$ cat src/rtl/mux_bus_rd_pkg.sv
package mux_bus_rd_pkg;
  localparam logic [3:0] CMD_MEM_READ = 4'b0110;
  localparam logic [1:0] ORDER_LINEAR = 2'b00;

  typedef enum logic [2:0] {
    ST_IDLE,
    ST_SKIP,
    ST_TURN,
    ST_DATA,
    ST_DONE
  } rd_state_e;
endpackage

$ cat src/rtl/mux_bus_rd_decode.sv
module mux_bus_rd_decode
  import mux_bus_rd_pkg::*;
#(
  parameter int          DW        = 32,
  parameter int          NREG      = 8,
  parameter logic [31:0] BASE_ADDR = 32'h4000_0000,
  localparam int         IDX_W     = $clog2(NREG),
  localparam int         WIN_LO    = IDX_W + 2
) (
  input  logic [DW-1:0]    ad,
  input  logic [3:0]       cmd,
  output logic             hit,
  output logic [IDX_W-1:0] idx
);
  logic win_match;

  assign win_match = (ad[DW-1:WIN_LO] == BASE_ADDR[DW-1:WIN_LO]);
  assign hit       = win_match && (cmd == CMD_MEM_READ) && (ad[1:0] == ORDER_LINEAR);
  assign idx       = ad[WIN_LO-1:2];
endmodule

$ cat src/rtl/mux_bus_rd_bank.sv
module mux_bus_rd_bank #(
  parameter int  DW    = 32,
  parameter int  NREG  = 8,
  localparam int IDX_W = $clog2(NREG)
) (
  input  logic             clk,
  input  logic             rst_n,
  input  logic             ld_valid,
  input  logic [IDX_W-1:0] ld_idx,
  input  logic [DW-1:0]    ld_data,
  input  logic [IDX_W-1:0] rd_idx,
  output logic [DW-1:0]    rd_data
);
  logic [DW-1:0] mem [NREG];

  for (genvar g = 0; g < NREG; g++) begin : g_entry
    always_ff @(posedge clk) begin
      if (!rst_n)                                     mem[g] <= '0;
      else if (ld_valid && (ld_idx == IDX_W'(g)))     mem[g] <= ld_data;
    end
  end

  assign rd_data = mem[rd_idx];

  AST_LOAD_STORED: assert property (@(posedge clk) disable iff (!rst_n)
    ld_valid |=> (mem[$past(ld_idx)] == $past(ld_data)));
endmodule

$ cat src/rtl/mux_bus_rd_seq.sv
module mux_bus_rd_seq
  import mux_bus_rd_pkg::*;
#(
  parameter int  DW     = 32,
  parameter int  NREG   = 8,
  parameter int  WAIT_W = 4,
  localparam int IDX_W  = $clog2(NREG)
) (
  input  logic              clk,
  input  logic              rst_n,
  input  logic              frame_n,
  input  logic              irdy_n,
  input  logic              hit,
  input  logic [IDX_W-1:0]  hit_idx,
  input  logic [WAIT_W-1:0] wait_cnt,
  input  logic [DW-1:0]     rd_data,
  output logic [IDX_W-1:0]  rd_idx,
  output logic [DW-1:0]     ad_o,
  output logic              ad_oe,
  output logic              devsel_n_o,
  output logic              trdy_n_o,
  output logic              ctl_oe
);
  rd_state_e         state;
  logic [IDX_W-1:0]  cur_idx, idx_nxt;
  logic [WAIT_W-1:0] wlat, wcnt;

  assign idx_nxt = (cur_idx == IDX_W'(NREG - 1)) ? '0 : cur_idx + 1'b1;
  assign rd_idx  = (state == ST_DATA) ? idx_nxt : cur_idx;

  always_ff @(posedge clk) begin
    if (!rst_n) begin
      state      <= ST_IDLE;
      cur_idx    <= '0;
      wlat       <= '0;
      wcnt       <= '0;
      ad_o       <= '0;
      ad_oe      <= 1'b0;
      ctl_oe     <= 1'b0;
      devsel_n_o <= 1'b1;
      trdy_n_o   <= 1'b1;
    end else begin
      case (state)
        ST_IDLE: if (!frame_n) begin
          if (hit) begin
            state      <= ST_TURN;
            cur_idx    <= hit_idx;
            wlat       <= wait_cnt;
            devsel_n_o <= 1'b0;
            ctl_oe     <= 1'b1;
          end else begin
            state <= ST_SKIP;
          end
        end
        ST_SKIP: if (frame_n && irdy_n) state <= ST_IDLE;
        ST_TURN: begin
          state    <= ST_DATA;
          ad_oe    <= 1'b1;
          ad_o     <= rd_data;
          wcnt     <= wlat;
          trdy_n_o <= (wlat != '0);
        end
        ST_DATA: begin
          if (!trdy_n_o) begin
            if (!irdy_n) begin
              if (frame_n) begin
                state      <= ST_DONE;
                devsel_n_o <= 1'b1;
                trdy_n_o   <= 1'b1;
              end else begin
                cur_idx  <= idx_nxt;
                ad_o     <= rd_data;
                wcnt     <= wlat;
                trdy_n_o <= (wlat != '0);
              end
            end
          end else begin
            wcnt     <= wcnt - 1'b1;
            trdy_n_o <= (wcnt != WAIT_W'(1));
          end
        end
        ST_DONE: begin
          state  <= ST_IDLE;
          ad_oe  <= 1'b0;
          ctl_oe <= 1'b0;
        end
        default: state <= ST_IDLE;
      endcase
    end
  end

  AST_TRDY_NEEDS_CLAIM: assert property (@(posedge clk) disable iff (!rst_n)
    !trdy_n_o |-> (!devsel_n_o && ctl_oe));
  AST_AD_AFTER_CLAIM: assert property (@(posedge clk) disable iff (!rst_n)
    $rose(ad_oe) |-> $past(!devsel_n_o && ctl_oe));
  AST_AD_KEEPS_DRIVING: assert property (@(posedge clk) disable iff (!rst_n)
    (ad_oe && !devsel_n_o) |=> ad_oe);
  AST_STALL_HOLDS: assert property (@(posedge clk) disable iff (!rst_n)
    (!trdy_n_o && irdy_n) |=> (!trdy_n_o && $stable(ad_o)));
  AST_FINAL_RELEASE: assert property (@(posedge clk) disable iff (!rst_n)
    (!trdy_n_o && !irdy_n && frame_n) |=> (devsel_n_o && trdy_n_o && ctl_oe && ad_oe));
endmodule

$ cat src/rtl/mux_bus_rd_target.sv
module mux_bus_rd_target #(
  parameter int          DW        = 32,
  parameter int          NREG      = 8,
  parameter int          WAIT_W    = 4,
  parameter logic [31:0] BASE_ADDR = 32'h4000_0000,
  localparam int         IDX_W     = $clog2(NREG)
) (
  input  logic              clk,
  input  logic              rst_n,
  input  logic              frame_n,
  input  logic              irdy_n,
  input  logic [3:0]        cbe_n,
  input  logic [DW-1:0]     ad_i,
  input  logic [WAIT_W-1:0] wait_cnt,
  input  logic              ld_valid,
  input  logic [IDX_W-1:0]  ld_idx,
  input  logic [DW-1:0]     ld_data,
  output logic [DW-1:0]     ad_o,
  output logic              ad_oe,
  output logic              devsel_n_o,
  output logic              trdy_n_o,
  output logic              ctl_oe
);
  logic             hit;
  logic [IDX_W-1:0] hit_idx, rd_idx;
  logic [DW-1:0]    rd_data;

  mux_bus_rd_decode #(.DW(DW), .NREG(NREG), .BASE_ADDR(BASE_ADDR)) u_dec (
    .ad(ad_i), .cmd(cbe_n), .hit(hit), .idx(hit_idx)
  );

  mux_bus_rd_bank #(.DW(DW), .NREG(NREG)) u_bank (
    .clk(clk), .rst_n(rst_n), .ld_valid(ld_valid), .ld_idx(ld_idx),
    .ld_data(ld_data), .rd_idx(rd_idx), .rd_data(rd_data)
  );

  mux_bus_rd_seq #(.DW(DW), .NREG(NREG), .WAIT_W(WAIT_W)) u_seq (
    .clk(clk), .rst_n(rst_n), .frame_n(frame_n), .irdy_n(irdy_n),
    .hit(hit), .hit_idx(hit_idx), .wait_cnt(wait_cnt), .rd_data(rd_data),
    .rd_idx(rd_idx), .ad_o(ad_o), .ad_oe(ad_oe), .devsel_n_o(devsel_n_o),
    .trdy_n_o(trdy_n_o), .ctl_oe(ctl_oe)
  );
endmodule

$ cat config.mk
export PLATFORM = sky130hd
export DESIGN_NAME = mux_bus_rd_target
export DESIGN_NICKNAME = d
export VERILOG_FILES = /design/src/rtl/mux_bus_rd_pkg.sv /design/src/rtl/mux_bus_rd_decode.sv /design/src/rtl/mux_bus_rd_bank.sv /design/src/rtl/mux_bus_rd_seq.sv /design/src/rtl/mux_bus_rd_target.sv
export SDC_FILE = /design/constraint.sdc
export NUM_CORES = 1
export LEC_CHECK = 0
export BUFFER_PORTS_ARGS = -buffer_cell sky130_fd_sc_hd__buf_2
export CORE_AREA = 2 2 154 156
export CTS_CLUSTER_DIAMETER = 200
export DETAILED_ROUTE_END_ITERATION = 10
export DIE_AREA = 0 0 156 158
export PLACE_DENSITY = 0.87
export SLEW_MARGIN = 20
export SYNTH_ARGS = -nofsm -noshare
export SYNTH_HDL_FRONTEND = slang
export SYNTH_SLANG_ARGS = --single-unit
export TNS_END_PERCENT = 10
$ cat constraint.sdc
create_clock -name clk -period 3.7 [get_ports clk]
set_clock_uncertainty 0.05 [all_clocks]
set_input_delay 0.185 -clock clk [delete_from_list [all_inputs] [get_ports clk]]
set_output_delay 0.185 -clock clk [all_outputs]
set_load 0.01 [all_outputs]
After elaboration in Yosys (flattened, before gate mapping)
Memory sizes are Yosys's and may differ from the RTL's.
Index checks and enable logic that the tools add are counted.
Widths: inputs -> output; s select.
- register bits after elaboration: 50
- RAM bits: 256
- output and inout port bits: 36
- logic and storage cells: 141
- memories kept: 1
- add/sub/neg operators: 2
- equal/unequal tests: 24
- mux-type cells: 70
- bitwise gates (word level): 9
- reduce and logical (&&, ||, !) cells: 26
- memory list (memory ; depth ; width ; read ports ; clocked after memory_dff ; write ports ; line ; RTL):
    u_bank.mem ; 8 ; 32 ; 1 ; 0 ; 8 ; mux_bus_rd_bank.sv:14 ; logic [DW-1:0] mem [NREG];
- operator list (operator ; count):
    $mux 32 ; 11
    $pmux 32 s2 ; 1
    $mux 3 ; 12
    $mux 1 ; 35
    $eq 27x26->1 const B ; 1
    $eq 3x3->1 const B ; 6
    $eq 3x2->1 const B ; 4
    $mux 4 ; 3
    $ne 2x2->1 const B ; 6
    $pmux 3 s4 ; 1
    $reduce_and 6->1 ; 2
    $logic_and 1x1->1 ; 11
    $reduce_and 3->1 ; 3
    $or 1x1->1 ; 8
    $pmux 1 s2 ; 4
    $pmux 4 s2 ; 1
    $reduce_bool 2->1 ; 4
    $eq 3x1->1 const B ; 2
    $logic_not 3->1 ; 2
    $ne 3x2->1 const B ; 2
    $pmux 3 s2 ; 1
    $reduce_and 5->1 ; 1
    $eq 4x3->1 const B ; 1
    $ne 4x1->1 const B ; 1
    8 further kinds ; 8

Depth between registers and ports, before layout
Gate-level depths: netlist of run 1.
An unclocked memory read counts as a cell.
- word-level depth: 8
- gate-level depth with buffers: 10
- depth with buffers taken out: 7

Hierarchy
From an unflattened synthesis of run 1, not the netlist that was laid out.
- cell total of the unflattened synthesis: 1005
- area, all modules: 13678.1 um2
- by module, submodules not included (module ; instances ; cells an instance ; area each (um2)):
    mux_bus_rd_bank ; 1 ; 731 ; 11462.2
    mux_bus_rd_seq ; 1 ; 259 ; 2103.3
    mux_bus_rd_decode ; 1 ; 15 ; 112.6

Least setup slack after synthesis of run 1
No wires, ideal clock.
- path kind: input -> register
- from: in ld_idx[2]
- to: mem u_bank.mem[0][0], enable pin
- library setup time: 470 ps
- data arrival time: 2793 ps
- data required time: 3180 ps
- path slack: 387 ps
- stages on the path: 2
- path buffers: 0
- cells stage by stage: nand2b_1 o31ai_1
- RTL lines (what ; line ; RTL):
    start, declared ; mux_bus_rd_target.sv:16 ; input logic [IDX_W-1:0] ld_idx,
    end, declared ; mux_bus_rd_bank.sv:14 ;

Worst setup path in the final report of run 1
- from: reg u_seq.state[0]
- to: reg u_seq.ad_o[30]
- word-level cells in the longest chain between the ends: 7
- elaborated cells on any way between the ends: 13
- those cells by class: eq/ne: 5; mux: 5; reduce/logical: 2; memory: 1
- RTL lines (what ; line ; RTL):
    start, declared ; mux_bus_rd_seq.sv:24 ; rd_state_e state;
    start signal, assigned ; mux_bus_rd_seq.sv:33 ; state <= ST_IDLE;
    start signal, assigned ; mux_bus_rd_seq.sv:46 ; state <= ST_TURN;
    start signal, assigned ; mux_bus_rd_seq.sv:52 ; state <= ST_SKIP;
    $eq 3x2->1 ; mux_bus_rd_seq.sv:29, mux_bus_rd_seq.sv:43 ;
    $mux 3 ; mux_bus_rd_seq.sv:29 ; assign rd_idx = (state == ST_DATA) ? idx_nxt : cur_idx;
    $mem_v2 8x32 ; - ;
    $mux 32 ; mux_bus_rd_seq.sv:66 ; if (frame_n) begin
    $mux 32 ; mux_bus_rd_seq.sv:65 ; if (!irdy_n) begin
    $mux 32 ; mux_bus_rd_seq.sv:64 ; if (!trdy_n_o) begin
    $pmux 32 s2 ; mux_bus_rd_seq.sv:43 ; case (state)
    end signal, assigned ; mux_bus_rd_seq.sv:59 ; ad_o <= rd_data;
    end signal, assigned ; mux_bus_rd_seq.sv:72 ; ad_o <= rd_data;
    end, declared ; mux_bus_rd_seq.sv:18 ; output logic [DW-1:0] ad_o,
Several ways; a longest one is shown, not always the timed one. The select of a mux whose other input is x is not followed.
A chain may end at the register's enable or synchronous reset.

==> results of run 1 <==
==> cell families after synthesis <==
| kind of cell | share of synthesized area |
|---|---|
| fa+ha+maj | 0.003706 |
| buf+inv | 0.02316 |
| mux | 0.07347 |
| compound gates | 0.08468 |
| flops | 0.6433 |
| simple gates | 0.1717 |
==> synth_stat cells (all sizes together), types with 4 or more instances <==
master,count
nor4,7
nand3,6
nand2,81
o21ai,19
dfxtp,50
a22o,32
ha,4
a211oi,7
nor3,4
a21oi,11
nor2,23
nand2b,10
clkbuf,50
a31oi,32
edfxtp,256
nand3b,4
a222oi,32
and2,256
buf,16
mux2i,98
==> state kept, by name, summed over array words and instances (netlist names) <==
| name | count |
|---|---|
| u_bank.mem | 256 |
| u_seq.wlat | 4 |
| u_seq.state | 3 |
| u_seq.cur_idx | 3 |
| u_seq.devsel_n_o | 1 |
| u_seq.trdy_n_o | 1 |
| u_seq.ad_oe | 1 |
| u_seq.ad_o | 32 |
| u_seq.ctl_oe | 1 |
| u_seq.wcnt | 4 |
==> where the power goes <==
group | switching, mW | internal, mW | leakage (nW)
registers | 0.0604 | 3.92 | 2.88
logic | 0.248 | 0.154 | 3.30
clock network | 1.23 | 1.60 | 0.432
==> area by class of cell <==
type / count / area share
Timing Repair Buffer: 196 / 0.08473
Sequential cell: 306 / 0.5438
Tap cell: 290 / 0.02271
Inverter: 3 / 0.0007048
Clock buffer: 38 / 0.04816
Clock inverter: 15 / 0.007987
Multi-Input combinational cell: 661 / 0.2919
==> timing repair <==
action	in CTS	in global routing
hold endpoints to repair	260	0
endpoints found under the setup margin	0	0
hold buffers	40	0
==> layer usage <==
| layer | wire (um) | vias up | GRT usage |
|---|---|---|---|
| met1 | 12980 | 4532 | 0.3638 |
| li1 | - | 4165 | - |
| met5 | 0 | - | 0 |
| met2 | 17370 | 558 | 0.4890 |
| met3 | 3292 | 92 | 0.04873 |
| met4 | 1117 | 0 | 0.1184 |
==> cells in the final DEF (no fill, tap or decap), drive strengths merged, types with 2 or more instances in the layout <==
master	instances
or3b	2
o21bai	3
a311oi	3
nor3	4
nand2	81
a22o	32
o22ai	2
inv	2
nor4	7
o21ai	19
a221oi	2
clkinv	11
dlygate4sd3	40
o31ai	3
mux2i	98
a21oi	11
clkbuf	38
bufinv	2
nand3	6
edfxtp	256
nor2	23
ha	4
or4	2
or2	3
and2	256
a31oi	32
a211oi	7
or3	3
buf	156
nand3b	4
nand4	2
clkinvlp	3
a222oi	32
nand2b	10
dfxtp	50
==> worst paths after layout <==
kind | start | to | slack, ns
hold / removal | rst_n | u_seq.trdy_n_o$_SDFFE_PN1P_ | 0.05
hold reg to reg | u_seq.ad_o[11]$_SDFFE_PN0P_ | u_seq.ad_o[11]$_SDFFE_PN0P_ | 0.42
setup / recovery | u_seq.state[0]$_SDFFE_PN0P_ | u_seq.ad_o[30]$_SDFFE_PN0P_ | 0.75
setup reg to reg | u_seq.state[0]$_SDFFE_PN0P_ | u_seq.ad_o[30]$_SDFFE_PN0P_ | 0.75
==> critical path: cells and delay by family, from the launching register on <==
family / cells / cell delay (ns)
buffers and inverters: 1 / 0.34
AOI/OAI and AO/OA: 2 / 0.59
muxes: 2 / 0.81
DFF: 1 / 0.63
and+or+nand+nor: 1 / 0.43
==> metrics, run 1 <==
outcome=completed; # rows=56; clock buffer depth=3; DRT antenna net count=0; die height=158 um; pwr/cell area=between 400 and 500 nW/um^2; Resized cells post-CTS=0; max-cap violation count=0; Register-to-Register Path Depth=6; clock root cell=clkbuf_16; Yosys warning count=0; Routed WL per cell=23.04 um; final instance count without filler cells=~1.5k; WHS Path Cells=3; Die Area=24650 um^2; clock sink total=306; final core utilization=0.6931; CP peak stage delay=~0.66 ns; # DRC=0; Netlist cell types=48; global route overflow=0; HP Class=input port to register; via count=slightly above 9k; Initial Util=0.5859; dpl cells=1415; Slew Viols, Final=0; P&R area growth vs syn=18.31%; crit-path max FO=43; RSZ-0062 raised after global routing=no; area post-placement=between 10000 and 15000 um^2; area leader, netlist=edfxtp_1; Synth top area share=0.5692; CTS Buf Count=29; Max-slew headroom=0.4135; Synth Register Bits=~310; Static Leak=6.615 nW; initial antenna violation count=0; Setup Crit Path Kind=register to register; top post-synthesis cells by area=edfxtp_1 57%, and2_1 12%, dfxtp_1 7.4%; drt pass-1 iters=6; Multi-input gate area=4664 um^2; Clock Latency Late Sink=0.54 ns; Nets=1281; DR iter-0 viols=~1.2k; worst slew pin tran=0.8765 ns; die width=between 150 and 200 um; Most used DFF post-synth=edfxtp_1; cell-by-cell trace of the critical path=nand3b_2 -> mux2i_4 -> buf_12 -> mux2i_1 -> a222oi_1 -> a22o_1; layout cell share with drive strength beyond 1=0.1887; post-synthesis cell count=1036; Worst VDD drop=0.0004217 V; Antenna Cells=0; number of port buffers=115; Max Clk Rate=0.3391 GHz; critical path data required time=4.13 ns; vias in the first global route=about 9.7k; dpl ws=about 0.86 ns; largest net degree at the start of global routing=44; Crit. End Element=register; post-layout instance area=15980 um^2; Post-synth EDFFs=roughly 260; total track usage=0.2857; setup bufs post-CTS=0; Syn Nets=1120; Hold Fails Final Rpt=0; Worst Path Arrival=approximately 3.4 ns; # fillers=1487; final setup margin=~0.75 ns; CTS H-tree lvls=1; routability cong.=0.8377; part of the cycle the worst path needs=0.7970; DP HPWL=20.64 mm; post-synthesis async set-or-reset flop share=0; I/O Pins=116; Fin Hold WS=roughly 0.048 ns; CTS tree=built; vias per cell=6.194; CP Launch Type=register; Total Power=7.213 mW; Setup Viol. Count Final=0; slowest stage cell, crit path=mux2i_4; Seq/Total Area, Yosys=0.6433; Post-Route Setup TNS=0 ns; core area=23050 um^2; Clk pin slew, worst setup/hold paths=roughly 0.060 ns; register area=between 8000 and 9000 um^2; crit path time final=2.949 ns; Total Wirelength=34.76 mm; syn avg cell area=13.04 um^2; Mapped Area=13510 um^2; first-pass GRT wire length=53.68 mm
Note: power is estimated with default switching activity, not from simulation.
==> inputs of run 2 (changes only) <==
--- a/config.mk
+++ b/config.mk
@@ -6,11 +6,11 @@
 export NUM_CORES = 1
 export LEC_CHECK = 0
 export BUFFER_PORTS_ARGS = -buffer_cell sky130_fd_sc_hd__buf_2
-export CORE_AREA = 2 2 154 156
+export CORE_AREA = 2 2 162 164
 export CTS_CLUSTER_DIAMETER = 200
 export DETAILED_ROUTE_END_ITERATION = 10
-export DIE_AREA = 0 0 156 158
-export PLACE_DENSITY = 0.87
+export DIE_AREA = 0 0 164 166
+export PLACE_DENSITY = 0.83
 export SLEW_MARGIN = 20
 export SYNTH_ARGS = -nofsm -noshare
 export SYNTH_HDL_FRONTEND = slang
==> constraint.sdc (replaced) <==
create_clock -name clk -period 2.58 [get_ports clk]
set_clock_uncertainty 0.05 [all_clocks]
set_input_delay 0.129 -clock clk [delete_from_list [all_inputs] [get_ports clk]]
set_output_delay 0.129 -clock clk [all_outputs]
set_load 0.01 [all_outputs]
==> run 2 against run 1 <==
  * Die area increased by 10%
  * Hold slack lost 0.023 ns
  * Clock-buffer cell count up 4
  * Non-clock buffer count is 17 higher
  * First-iteration DRC count down 11%
  * Worst setup slack lost 0.63 ns
  * Routed wire length is 0.75% lower
  * Sequential power is 43% higher
  * Via count increased by 0.66%
  * Global-route usage fell by 3.1 points
  * Critical endpoint is now u_seq.ad_o[1]$_SDFFE_PN0P_
==> metrics, run 2 (synthesis gave the netlist of run 1 again) <==
largest net degree at the start of global routing=37; first-pass GRT wire length=53.09 mm; worst slew pin tran=0.9698 ns; Total Wirelength=34.50 mm; setup bufs post-CTS=0; outcome=completed; pwr/cell area=about 670 nW/um^2; part of the cycle the worst path needs=0.9513; dpl cells=roughly 1.5k; global route overflow=0; clock root cell=clkbuf_16; Hold Fails Final Rpt=0; vias in the first global route=around 9.4k; drt pass-1 iters=6; final instance count without filler cells=1576; # rows=59; HP Class=input port to register; CTS tree=built; # fillers=1793; Clk pin slew, worst setup/hold paths=0.06 ns; I/O Pins=116; # DRC=0; initial antenna violation count=2; core area=approximately 26000 um^2; layout cell share with drive strength beyond 1=0.2066; total track usage=0.2544; top flop regs=u_bank.mem (256), u_seq.ad_o (32); Max Clk Rate=0.4074 GHz; Setup Crit Path Kind=register to register; CP Launch Type=register; Static Leak=a little under 7 nW; via count=9409; DP HPWL=20.59 mm; crit path time final=2.454 ns; Clock Latency Late Sink=0.55 ns; max-cap violation count=0; clock sink total=306; die width=164 um; slowest stage cell, crit path=o21ai_2; Crit. End Element=register; final setup margin=0.1256 ns; dpl ws=approximately 0.13 ns; cell-by-cell trace of the critical path=ha_1 -> ha_1 -> nand2_1 -> o21ai_2 -> buf_12 -> a222oi_1 -> a22o_1; Worst VDD drop=0.0004923 V; Initial Util=0.5272; Register-to-Register Path Depth=7; Slew Viols, Final=0; number of port buffers=115; CP peak stage delay=0.63 ns; max reg flops=256; CTS H-tree lvls=1; P&R area growth vs syn=21.64%; Routed WL per cell=21.89 um; vias per cell=~6; Max-slew headroom=0.3535; Nets=1299; RSZ-0062 raised after global routing=no; leading cell types in the layout, fill and taps excluded=256 x and2_1, 256 x edfxtp_1, 115 x buf_2; routability cong.=between 0.8 and 0.9; Worst Path Arrival=2.84 ns; DRT antenna net count=0; clock buffer depth=3; critical path data required time=just under 3 ns; die height=approximately 170 um; WHS Path Cells=4; crit-path max FO=19; Die Area=~27000 um^2; DR iter-0 viols=1078; Reg with most FFs=u_bank.mem; CTS Buf Count=30; Setup Viol. Count Final=0; CP most frequent cell=ha_1
-- run 2: changes by cell type in the layout (fill, tap and decap cells not counted), sizes merged --
cell / previous run / this run
bufinv: 2 / 5
dlygate4sd3: 40 / 44
clkbuf: 38 / 42
clkinv: 11 / 8
buf: 156 / 169
diode: 0 / 2
clkinvlp: 3 / 2
-- run 2: per-layer routing --
layer / global-route usage / vias to the layer above / part of all wire
met1: 0.3432 / 4611 / 0.39
met5: 0 / - / 0
met2: 0.4198 / 490 / 0.49
met4: 0.09230 / 0 / 0.032
met3: 0.03821 / 96 / 0.091
li1: - / 4212 / -
-- run 2: per-stage QoR --
stage	util	hold WS, ns	setup TNS, ns	instance area, um^2	total power [mW]
finish	0.6413	0.02474	0	16430	11.06
global route	0.6413	0.06787	0	16430	11.34
CTS	0.6409	0.009925	0	16420	11.06
detailed placement	0.5808	0.3384	0	14880	6.335
global placement	0.5808	0.3355	0	14880	6.299
floorplan	-	0.1903	-120.93	13510	6.046
-- run 2: final timing paths --
kind | from | end | slack (ns)
worst max-delay path | u_seq.cur_idx[0]$_SDFFE_PN0P_ | u_seq.ad_o[1]$_SDFFE_PN0P_ | 0.13
worst min-delay path | irdy_n | u_seq.devsel_n_o$_SDFFE_PN1P_ | 0.02
worst max register to register | u_seq.cur_idx[0]$_SDFFE_PN0P_ | u_seq.ad_o[1]$_SDFFE_PN0P_ | 0.13
worst min register to register | u_seq.ad_o[6]$_SDFFE_PN0P_ | u_seq.ad_o[6]$_SDFFE_PN0P_ | 0.44
-- run 2: power breakdown --
group | switching (mW) | leakage [nW] | total [mW] | internal, mW
clock | 1.84 | 0.542 | 4.76 | 2.92
combinational | 0.360 | 3.40 | 0.588 | 0.228
sequential | 0.0806 | 2.88 | 5.71 | 5.63
total | 2.28 | 6.82 | 11.1 | 8.77
-- run 2: layout make-up --
cell class                 count  area [um^2]  area share
antenna                        2        5.005   0.0003046
timing repair buffer         213         1534     0.09337
multi-input combinational    661         4668      0.2842
sequential                   306         8690      0.5289
clock inverter                14        203.9     0.01241
clock buffer                  42        897.1     0.05461
inverter                       3        11.26   0.0006855
tap                          335        419.2     0.02551
-- run 2: critical path: cells and delay by family (launching register included) --
kind                       cells  cell delay, ns
AOI/OAI and AO/OA              3            1.00
buffers and inverters          1            0.27
adders and majority gates      2            0.56
DFF                            1            0.37
and+or+nand+nor                1            0.09
-- run 2: timing repair --
action,4_1_cts,5_1_grt
endpoints found under the hold margin,266,0
hold buffers,44,0
setup endpoints to repair,0,11
resized for setup,0,2
==> inputs of run 3 (changes only) <==
--- a/config.mk
+++ b/config.mk
@@ -6,10 +6,10 @@
 export NUM_CORES = 1
 export LEC_CHECK = 0
 export BUFFER_PORTS_ARGS = -buffer_cell sky130_fd_sc_hd__buf_2
-export CORE_AREA = 2 2 162 164
+export CORE_AREA = 2 2 208 128
 export CTS_CLUSTER_DIAMETER = 200
 export DETAILED_ROUTE_END_ITERATION = 10
-export DIE_AREA = 0 0 164 166
+export DIE_AREA = 0 0 210 130
 export PLACE_DENSITY = 0.83
 export SLEW_MARGIN = 20
 export SYNTH_ARGS = -nofsm -noshare
==> run 3 against run 2 <==
  * Routed wire length increased by 1.7%
  * Hold slack improved by 0.021 ns
  * Combinational power increased by 1%
  * Critical path type unchanged
  * Critical path depth increased by 2
  * Worst setup slack got worse by 0.039 ns
==> metrics, run 3 (synthesis gave the netlist of run 1 again) <==
slowest stage cell, crit path=dfxtp_1; Logic pwr share=0.057; DR iter-0 viols=1288; I/O Pins=around 120; HP Class=input port to register; first-pass GRT wire length=53.37 mm; worst slew pin tran=~0.80 ns; via count=9301; Multi-input gate area=~4700 um^2; register area=8688 um^2; post-layout instance area=16210 um^2; max-cap violation count=0; Static Leak=6.699 nW; Worst path depth=9; Routed WL per cell=22.41 um; Max-slew headroom=0.4636; critical path data required time=between 2 and 3 ns; Crit. End Element=register; Die Area=27300 um^2; number of port buffers=roughly 120; Total Power=10.38 mW; # DRC=0; cell-by-cell trace of the critical path=ha_1 -> ha_1 -> nor2_1 -> mux2i_4 -> buf_12 -> buf_12 -> mux2i_1 -> a222oi_1 -> a22o_1; outcome=completed; Post-Route Setup TNS=0 ns; Buf/Inv on CP=2; clock buffer depth=3; CP peak stage delay=0.47 ns; CTS Buf Count=28; Max Clk Rate=0.4010 GHz; Slew Viols, Final=0; setup bufs post-CTS=0; top flop regs=u_bank.mem (256), u_seq.ad_o (32); Setup Viol. Count Final=0; clock network power share=0.393; crit-path leading delay family=multiplexers; part of the cycle the worst path needs=0.9666; total track usage=0.2589; pwr/cell area=640.5 nW/um^2; initial antenna violation count=1; Nets=1295; Worst Path Arrival=2.88 ns; clock sink total=306; routability cong.=about 0.87; Register-to-Register Path Depth=9; core area=25730 um^2; die height=130 um; vias per cell=5.939; Clk pin slew, worst setup/hold paths=0.07 ns; CTS H-tree lvls=1; Total Wirelength=35.09 mm; Power Internal=8.147 mW; area post-placement=approximately 15000 um^2; sw power=2.236 mW; die width=approximately 210 um; # rows=46; DP HPWL=20.83 mm; Setup Crit Path Kind=register to register; Initial Util=0.5249; CP Launch Type=register; max reg flops=around 260; crit-path max FO=31; switching share of power=0.2153; RSZ-0062 raised after global routing=no; Worst VDD drop=0.0004587 V; largest net degree at the start of global routing=33; clock root cell=clkbuf_16; Hold Fails Final Rpt=0; layout cell share with drive strength beyond 1=0.1943; leading cell types in the layout, fill and taps excluded=256 x and2_1, 256 x edfxtp_1, 115 x buf_2; # fillers=1841; crit path time final=2.494 ns; Antenna Cells=0; DRT antenna net count=0; Clock Latency Late Sink=between 0.5 and 0.6 ns; Reg with most FFs=u_bank.mem; register share of total power=0.549; P&R area growth vs syn=20.04%; CTS tree=built; global route overflow=0; WHS Path Cells=4; vias in the first global route=9202; drt pass-1 iters=6
[run 3: cell types whose count changed in the layout (fill, tap and decap cells not counted), moves of 3 or more]
cell / change
buf_4: -4
clkbuf_1: +3
clkinv_2: -3
clkbuf_8: -3
bufinv_16: -4
clkinv_1: +3
[run 3: repair_timing]
action                     CTS  global route
hold endpoints to repair   265             0
hold buffers                45             0
resized for setup            0             1
setup endpoints to repair    0             3
[run 3: final timing paths]
check                                   to                           from  slack [ns]
min          u_seq.devsel_n_o$_SDFFE_PN1P_                         irdy_n        0.05
min reg2reg    u_seq.ad_o[21]$_SDFFE_PN0P_    u_seq.ad_o[21]$_SDFFE_PN0P_        0.43
max            u_seq.ad_o[19]$_SDFFE_PN0P_  u_seq.cur_idx[0]$_SDFFE_PN0P_        0.09
max reg2reg    u_seq.ad_o[19]$_SDFFE_PN0P_  u_seq.cur_idx[0]$_SDFFE_PN0P_        0.09
[run 3: area by class of cell]
cell class                      instances  share of cell area
Clock buffer                           40             0.05040
Clock inverter                          9            0.004476
Inverter                                3           0.0006946
Multi-Input combinational cell        661              0.2880
Sequential cell                       306              0.5359
Tap cell                              336             0.02593
Timing Repair Buffer                  211             0.09462
[run 3: metal layers]
metal | wire, um | share of wire | up-vias | GRT usage
met4 | 894 | 0.025 | 0 | 0.07343
li1 | - | - | 4190 | -
met3 | 3355 | 0.096 | 73 | 0.04188
met2 | 16230 | 0.46 | 482 | 0.4260
met1 | 14620 | 0.42 | 4556 | 0.3621
met5 | 0 | 0 | - | 0
[run 3: power by group through the flow]
stage / Combinational, mW / Clock, mW / Sequential, mW
5_1_grt: 0.637 / 4.31 / 5.72
4_1_cts: 0.590 / 4.09 / 5.70
6_report: 0.595 / 4.08 / 5.70
3_5_place_dp: 0.537 / 0 / 5.81
2_1_floorplan: 0.250 / 0 / 5.80
3_3_place_gp: 0.519 / 0 / 5.79
[run 3: per-stage QoR]
stage,hold WS (ns),util,worst slack [ns],instances
detailed placement,0.3407,0.5779,0.1169,1472
CTS,0.02093,0.6300,0.04532,1566
floorplan,0.1903,-,-0.5737,1036
global placement,0.3420,0.5779,0.2624,1472
finish,0.04535,0.6301,0.08619,1566
global route,0.03686,0.6301,0.02339,1566
[run 3: worst register-to-register path: stages, from the launching register on]
cell      delay [ns]
dfxtp_1         0.47
ha_1            0.21
ha_1            0.16
nor2_1          0.09
mux2i_4         0.20
buf_12          0.23
buf_12          0.25
mux2i_1         0.34
a222oi_1        0.15
a22o_1          0.25
